===== src/rtl/tod_pkg.sv =====
package tod_pkg;
  localparam int REG_W      = 32;
  localparam int TIME_W     = 64;
  localparam int NAR_INC_W  = 24;
  localparam int NAR_DROP   = 7;

  typedef enum logic [1:0] {
    RA_TIME_LO  = 2'd0,
    RA_TIME_HI  = 2'd1,
    RA_STEP_CFG = 2'd2,
    RA_SPARE    = 2'd3
  } reg_addr_e;

  function automatic logic [5:0] ns_shift(input logic [1:0] spd, input logic narrow);
    logic [5:0] s;
    case (spd)
      2'd1:    s = 6'd24;
      2'd2:    s = 6'd21;
      default: s = 6'd28;
    endcase
    if (narrow) s = s - 6'(NAR_DROP);
    return s;
  endfunction

  function automatic logic [REG_W-1:0] nominal_step(input logic [1:0] spd, input logic narrow);
    logic [REG_W-1:0] v;
    case (spd)
      2'd1:    v = 32'h4000_0000;
      2'd2:    v = 32'h5000_0000;
      default: v = 32'h6666_6666;
    endcase
    if (narrow) v = v >> NAR_DROP;
    return v;
  endfunction
endpackage


===== src/rtl/tod_step_unit.sv =====
module tod_step_unit #(
  parameter int INC_W = 31,
  parameter int PER_W = 1,
  parameter int OUT_W = 64
) (
  input  logic             clk,
  input  logic             rst_n,
  input  logic             restart,
  input  logic [INC_W-1:0] inc,
  input  logic [PER_W-1:0] period,
  output logic [OUT_W-1:0] step,
  output logic             adv
);
  logic [PER_W-1:0] phase_q;

  assign adv  = (period != '0) && (phase_q == period - 1'b1);
  assign step = OUT_W'(inc);

  always_ff @(posedge clk or negedge rst_n) begin
    if (!rst_n)              phase_q <= '0;
    else if (restart)        phase_q <= '0;
    else if (period != '0)   phase_q <= adv ? '0 : phase_q + 1'b1;
  end
endmodule


===== src/rtl/tod_accum.sv =====
module tod_accum #(
  parameter int TIME_W = 64
) (
  input  logic              clk,
  input  logic              rst_n,
  input  logic              load,
  input  logic [TIME_W-1:0] load_val,
  input  logic              adv,
  input  logic [TIME_W-1:0] step,
  output logic [TIME_W-1:0] time_q
);
  always_ff @(posedge clk or negedge rst_n) begin
    if (!rst_n)     time_q <= '0;
    else if (load)  time_q <= load_val;
    else if (adv)   time_q <= time_q + step;
  end
endmodule


===== src/rtl/tod_regif.sv =====
module tod_regif
  import tod_pkg::*;
#(
  parameter int TW = 64,
  parameter int RW = 32
) (
  input  logic          clk,
  input  logic          rst_n,
  input  logic          reg_wr,
  input  logic          reg_rd,
  input  logic [1:0]    reg_addr,
  input  logic [RW-1:0] reg_wdata,
  input  logic [TW-1:0] time_q,
  output logic [RW-1:0] cfg_q,
  output logic [RW-1:0] stage_q,
  output logic [RW-1:0] shadow_q,
  output logic          load,
  output logic [TW-1:0] load_val,
  output logic          cfg_wr,
  output logic          rd_valid,
  output logic [RW-1:0] rd_data
);
  reg_addr_e addr;
  assign addr     = reg_addr_e'(reg_addr);
  assign load     = reg_wr && (addr == RA_TIME_HI);
  assign cfg_wr   = reg_wr && (addr == RA_STEP_CFG);
  assign load_val = {reg_wdata, stage_q};

  always_ff @(posedge clk or negedge rst_n) begin
    if (!rst_n) begin
      stage_q <= '0;
      cfg_q   <= '0;
    end else if (reg_wr) begin
      if (addr == RA_TIME_LO)  stage_q <= reg_wdata;
      if (addr == RA_STEP_CFG) cfg_q   <= reg_wdata;
    end
  end

  always_ff @(posedge clk or negedge rst_n) begin
    if (!rst_n) begin
      rd_valid <= 1'b0;
      rd_data  <= '0;
      shadow_q <= '0;
    end else begin
      rd_valid <= reg_rd;
      if (reg_rd) begin
        case (addr)
          RA_TIME_LO: begin
            rd_data  <= time_q[RW-1:0];
            shadow_q <= time_q[TW-1:RW];
          end
          RA_TIME_HI:  rd_data <= shadow_q;
          RA_STEP_CFG: rd_data <= cfg_q;
          default:     rd_data <= '0;
        endcase
      end
    end
  end
endmodule


===== src/rtl/tod_counter.sv =====
module tod_counter
  import tod_pkg::*;
#(
  parameter bit NARROW = 1'b0,
  parameter int TW     = TIME_W,
  parameter int RW     = REG_W
) (
  input  logic          clk,
  input  logic          rst_n,
  input  logic [1:0]    speed_sel,
  input  logic          reg_wr,
  input  logic          reg_rd,
  input  logic [1:0]    reg_addr,
  input  logic [RW-1:0] reg_wdata,
  output logic          rd_valid,
  output logic [RW-1:0] rd_data,
  output logic [TW-1:0] time_ns,
  output logic [RW-1:0] base_step
);
  localparam int WIDE_INC_W = RW - 1;
  localparam int NAR_PER_W  = RW - NAR_INC_W;

  logic [TW-1:0] time_q;
  logic [TW-1:0] load_val;
  logic [TW-1:0] step_w;
  logic [RW-1:0] cfg_q, stage_q, shadow_q;
  logic          load_w, cfg_wr_w, adv_w, restart_w;

  assign restart_w = load_w | cfg_wr_w;

  tod_regif #(.TW(TW), .RW(RW)) u_regif (
    .clk(clk), .rst_n(rst_n),
    .reg_wr(reg_wr), .reg_rd(reg_rd), .reg_addr(reg_addr), .reg_wdata(reg_wdata),
    .time_q(time_q), .cfg_q(cfg_q), .stage_q(stage_q), .shadow_q(shadow_q),
    .load(load_w), .load_val(load_val), .cfg_wr(cfg_wr_w),
    .rd_valid(rd_valid), .rd_data(rd_data)
  );

  generate
    if (NARROW) begin : g_narrow
      tod_step_unit #(.INC_W(NAR_INC_W), .PER_W(NAR_PER_W), .OUT_W(TW)) u_step (
        .clk(clk), .rst_n(rst_n), .restart(restart_w),
        .inc(cfg_q[NAR_INC_W-1:0]), .period(cfg_q[RW-1:NAR_INC_W]),
        .step(step_w), .adv(adv_w)
      );
    end else begin : g_wide
      tod_step_unit #(.INC_W(WIDE_INC_W), .PER_W(1), .OUT_W(TW)) u_step (
        .clk(clk), .rst_n(rst_n), .restart(restart_w),
        .inc(cfg_q[WIDE_INC_W-1:0]), .period(1'b1),
        .step(step_w), .adv(adv_w)
      );
    end
  endgenerate

  tod_accum #(.TIME_W(TW)) u_accum (
    .clk(clk), .rst_n(rst_n), .load(load_w), .load_val(load_val),
    .adv(adv_w), .step(step_w), .time_q(time_q)
  );

  assign time_ns   = time_q >> ns_shift(speed_sel, NARROW);
  assign base_step = nominal_step(speed_sel, NARROW);
endmodule


===== config.mk =====
export PLATFORM = sky130hd
export DESIGN_NAME = tod_counter
export DESIGN_NICKNAME = d
export VERILOG_FILES = /design/src/rtl/tod_pkg.sv /design/src/rtl/tod_step_unit.sv /design/src/rtl/tod_accum.sv /design/src/rtl/tod_regif.sv /design/src/rtl/tod_counter.sv
export SDC_FILE = /design/constraint.sdc
export NUM_CORES = 1
export LEC_CHECK = 0
export BUFFER_PORTS_ARGS = -buffer_cell sky130_fd_sc_hd__buf_2
export CORE_MARGIN = 2
export CORE_UTILIZATION = 50
export CTS_CLUSTER_DIAMETER = 40
export DETAILED_ROUTE_END_ITERATION = 6
export PLACE_DENSITY = 0.78
export SLEW_MARGIN = 20
export SYNTH_ARGS = -nofsm -noshare
export SYNTH_HDL_FRONTEND = slang
export SYNTH_HIERARCHICAL = 1
export SYNTH_SLANG_ARGS = --single-unit

===== constraint.sdc =====
create_clock -name clk -period 4.11 [get_ports clk]
set_clock_uncertainty 0.1 [all_clocks]
set_input_delay 1.0275 -clock clk [delete_from_list [all_inputs] [get_ports clk]]
set_output_delay 1.0275 -clock clk [all_outputs]
set_load 0.03 [all_outputs]

# Yosys cells after proc, flatten, opt, wreduce, memory -nomap -nowiden

Index checks and enable logic that the tools add are counted.

Input bits: 40
Word-level logic and storage cells: 29
Flip-flop bits (word level): 194
Output and inout bits: 129

Bitwise operators: 1
Reductions and logical operators: 6
Shift operators: 1
Eq/ne operators: 5
$add $sub $neg: 2
Multiplexer cells: 7

Operators by type and width:

| operator                                                         | number |
|---|---|
| 64-bit two-way mux                                               | 2 |
| 32-bit one-hot mux with 3 select lines                           | 1 |
| 64-bit by 31-bit adder with 64-bit output                        | 1 |
| 64-bit by 6-bit right shift with 64-bit output                   | 1 |
| 30-bit one-hot mux with 2 select lines                           | 1 |
| 4-bit one-hot mux with 2 select lines                            | 1 |
| 2-bit AND reduction                                              | 3 |
| 2-bit by 1-bit == test with 1-bit output (second input constant) | 2 |
| 2-bit == test (second input constant)                            | 2 |
| 1-bit logical AND                                                | 2 |
| 2-bit logical NOT                                                | 1 |
| 1-bit two-way mux                                                | 2 |
| 2-bit inequality test (second input constant)                    | 1 |
| 1-bit adder (second input constant)                              | 1 |
| 1-bit OR                                                         | 1 |

# Depth between registers and ports, before layout

Depth in word-level cells: 4
Mapped depth: 13
Gate-level depth less buffers: 12

# By module

Netlist, hierarchy kept.

Modules (own cells, without submodules):

| module        | cells an instance | seq. area each (um2) | times used | area each (um2) |
|---|---|---|---|---|
| tod_accum     | 812               | 1601.5               | 1          | 6561.3 |
| tod_regif     | 454               | 3228.1               | 1          | 6060.8 |
| tod_counter   | 163               | 0.0                  | 1          | 1532.7 |
| tod_step_unit | 68                | 25.0                 | 1          | 530.5 |

# Worst setup path after synthesis

No wires, ideal clock.

Path kind: input-to-output
From: in speed_sel[0]
To: out time_ns[41]
Path slack: 217 ps
Arrival: 2765 ps
Data required time: 2983 ps
Path buffers: 2
Stages on the path: 6
Cell sequence: inv_1 ha_1 buf_2 clkinv_1 buf_2 a211oi_1

Word-level cells in the longest chain between the ends: 3
Elaborated cells on any way between the ends: 4
Classes of those cells: eq/ne: 2; shift: 1; mux: 1

RTL lines:

| element                                                                   | RTL line          | text |
|---|---|---|
| from (decl)                                                               | tod_counter.sv:10 | `input logic [1:0] speed_sel,` |
| 2-bit == test or 2-bit by 1-bit == test with 1-bit output (tied branches) | tod_pkg.sv:16     | `case (spd)` |
| 4-bit one-hot mux with 2 select lines (*)                                 | tod_pkg.sv:16     |  |
| 64-bit by 6-bit right shift with 64-bit output (*)                        | tod_counter.sv:60 | `assign time_ns = time_q >> ns_shift(speed_sel, NARROW);` |
| to (decl)                                                                 | tod_counter.sv:17 | `output logic [TW-1:0] time_ns,` |

Every way passes the cells marked *; elsewhere a longest branch is shown, timed or not.

# Worst setup path in the final report

From: reg u_accum.time_q[0]
To: reg u_accum.time_q[62]

Word-level cells in the longest chain between the ends: 3

RTL lines:

| element                                   | RTL line        | text |
|---|---|---|
| from (decl)                               | tod_accum.sv:10 | `output logic [TIME_W-1:0] time_q` |
| from (signal assigned)                    | tod_accum.sv:14 | `else if (load) time_q <= load_val;` |
| from (signal assigned)                    | tod_accum.sv:15 | `else if (adv) time_q <= time_q + step;` |
| 64-bit by 31-bit adder with 64-bit output | tod_accum.sv:15 |  |
| 64-bit two-way mux                        | tod_accum.sv:15 |  |
| 64-bit two-way mux                        | tod_accum.sv:14 |  |

Every way passes these cells. The select of a mux whose other input is x is not followed.
A chain may end at the register's enable or synchronous reset.

==> results.yml <==
setup_path:
  cp-end-kind: "flip-flop"
  cp-startpoint: "u_accum/time_q[0]"
  crit_cells: 12
  r2r_end: "u_accum/time_q[62]"
  timing.rr.start: "u_accum/time_q[0]"
  crit_type: "flip-flop to flip-flop"
  critPathSlowestCell: "fa_1"
  crit_end: "u_accum/time_q[62]"
  cp.buffers_inverters: 0
  cpPeakStageDelay_ns: 0.42
  critPathArrivalTime_ns: 3.96
  cp.required_ns: 4.33
  crit_top_cell: "a31oi_1"
  reg2reg_slack_ns: 0.37
  cp-start-kind: "flip-flop"
  cp_top_family: "compound AO/OA/AOI/OAI gates"
  rr_worst_depth: 12
  critical_path.cell_chain: "ha_1 > fa_1 > a21o_1 > a311o_1 > a31oi_1 > nor2_1 > nor3_2 > o31ai_2 > a31oi_1 > o21a_1 > xor2_1 > o21ai_0"
  critical_path.max_fanout: 4
detailed_routing:
  drt-met1-wl_mm: 17.4
  ant_nets: 0
  routed_wl_mm: 40.6
  first_iter_violations: 1278
  wire_per_inst_um: 21.7
  wl_met2_mm: 18.6
  highest_layer: "met4"
  met3_length_mm: 2.82
  drc: 0
  dr.pass1.iters: 5
  vias_per_cell: 6.14
  num_vias: 11500
sta:
  worstMarginPinSlew_ns: 0.894
  setup_violations: 0
  fin_crit_sh_pct: 91.0
  finalHoldViolCount: 0
  min_period_ns: 3.74
  drv_slew: 0
  fmax_mhz: 267
  rsz0062_at_grt: "false"
  tns_ns: 0
  slew_headroom_pct: 40.4
die:
  coreArea_sq_mm: 0.0285
  initial_core_util_pct: 50.6
  die_w_um: 174
  rows: 62
  die_area_sq_mm: 0.0303
  fp.dieH_um: 174
  ios: 169
power:
  switchingPower_mw: 5.66
  swShare_pct: 48.1
  p_clk_share_pct: 14.0
  powerDensity_mw_per_mm2: 775
  p_int_mw: 6.09
  vdd_drop_max_mv: 0.402
  leakage_nw: 7.03
  combPwrFrac_pct: 55.4
  power_mw: 11.7
  seqPwrFrac_pct: 30.7
clocking:
  cts_buffer_depth: 2
  htreeDepth: 4
  insertion_delay_ns: 0.44
  cts.clk_slew.worst_paths_ns: 0.07
  cts_buffers: 17
  cts.sinks: 194
  root_buffer: "clkbuf_16"
  tritoncts: "yes"
place:
  dp_hpwl_mm: 30.0
  gp_congestion: 0.958
  io_buffers: 135
  dp_cells: 1838
  dpl_cell_area_sq_mm: 0.0146
logic_synthesis:
  synth_warnings: 6
  avgSynthCellArea_sq_um: 9.86
  netlist_area_sq_mm: 0.0144
  synthCells: 1465
global_route:
  antenna_found_initial: 1
  overflow: 0
  first_global_vias: 11100
  grt_pass1_wl_mm: 63.2
  track_usage_pct: 26.7
  grt_max_degree: 89
status:
  outcome: "complete, no violations"
cells_and_area:
  fillers: 2553
  syn2layout_area_growth_pct: 4.87
  fin_area_sq_mm: 0.0151
  drive_gt1_share_pct: 21.5
  nets: 1581
  fin_cells: 1869
hold_path:
  hold_path.class: "flip-flop to flip-flop"
flow_run:
  maxCapViolations: 0
flip-flops by register name (all words and copies together), names as in the netlist:
signal / flops
g_wide.u_step/phase_q: 1
u_accum/time_q: 64
u_regif/cfg_q: 32
u_regif/rd_data: 32
u_regif/rd_valid: 1
u_regif/shadow_q: 32
u_regif/stage_q: 32
final cells by class:
type | instances | area, sq um | area share (%)
clock inverter | 11 | 131 | 0.867
sequential | 194 | 4850 | 32.0
tap | 384 | 480 | 3.17
antenna | 1 | 2.50 | 0.0165
timing repair buffer | 161 | 942 | 6.22
clock buffer | 19 | 433 | 2.86
inverter | 62 | 233 | 1.54
multi-input combinational | 1037 | 8070 | 53.3
worst register-to-register path, stage by stage, from the launching register on:
cell,delay (ns)
dfrtp_1,0.40
ha_1,0.25
fa_1,0.42
a21o_1,0.23
a311o_1,0.38
a31oi_1,0.37
nor2_1,0.11
nor3_2,0.33
o31ai_2,0.18
a31oi_1,0.37
o21a_1,0.21
xor2_1,0.18
o21ai_0,0.11
layer usage:
layer	vias to the layer above	global-route usage, %
li1	5159	-
met1	5689	37.0
met2	526	41.8
met3	109	3.41
met4	0	12.6
met5	-	0
cell usage in the layout (no fill, tap or decap), types with 11 or more instances in the layout:
| cell type | instances |
|---|---|
| a211oi_1 | 15 |
| a21o_1 | 41 |
| a21oi_1 | 72 |
| a22oi_1 | 16 |
| a31oi_1 | 11 |
| buf_2 | 134 |
| buf_4 | 21 |
| clkbuf_16 | 17 |
| conb_1 | 68 |
| dfrtp_1 | 194 |
| ha_1 | 66 |
| inv_1 | 61 |
| mux2_2 | 93 |
| mux2i_1 | 128 |
| mux4_2 | 11 |
| nand2_1 | 81 |
| nand4_1 | 22 |
| nand4b_1 | 33 |
| nor2_1 | 35 |
| nor2b_1 | 20 |
| o21ai_0 | 87 |
| o221ai_1 | 35 |
| xnor2_1 | 31 |
| xor2_1 | 24 |
worst min-delay path by stage:
stage	start	end	slack [ns]	cells past startpoint
finish	u_regif/stage_q[13]	u_accum/time_q[13]	0.39	2
global route	u_regif/stage_q[29]	u_accum/time_q[29]	0.42	2
CTS	u_regif/stage_q[13]	u_accum/time_q[13]	0.39	2
detailed placement	u_regif/stage_q[29]	u_accum/time_q[29]	0.37	2
global placement	u_regif/stage_q[28]	u_accum/time_q[28]	0.36	2
floorplan	u_regif/stage_q[19]	u_accum/time_q[19]	0.35	2
metrics by stage:
stage	utilization (%)	setup slack, ns	hold slack (ns)
6_report	53.1	0.371	0.386
5_1_grt	53.1	0.142	0.421
4_1_cts	53.0	0.231	0.388
3_5_place_dp	51.1	0.271	0.367
3_3_place_gp	51.1	0.346	0.357
2_1_floorplan	-	0.217	0.346
what timing repair did:
action	CTS	global route
setup buffers	0	0
endpoints found under the setup margin	0	2
resized for setup	0	2
hold buffers	0	0
power groups by stage:
stage / sequential (mW) / combinational [mW] / clock (mW)
CTS: 3.56 / 6.30 / 1.65
global placement: 3.56 / 6.12 / 0
global route: 3.65 / 7.02 / 1.72
finish: 3.60 / 6.50 / 1.64
floorplan: 3.27 / 4.84 / 0
detailed placement: 3.59 / 6.25 / 0
No activity file was read; power rests on OpenSTA's default activity.
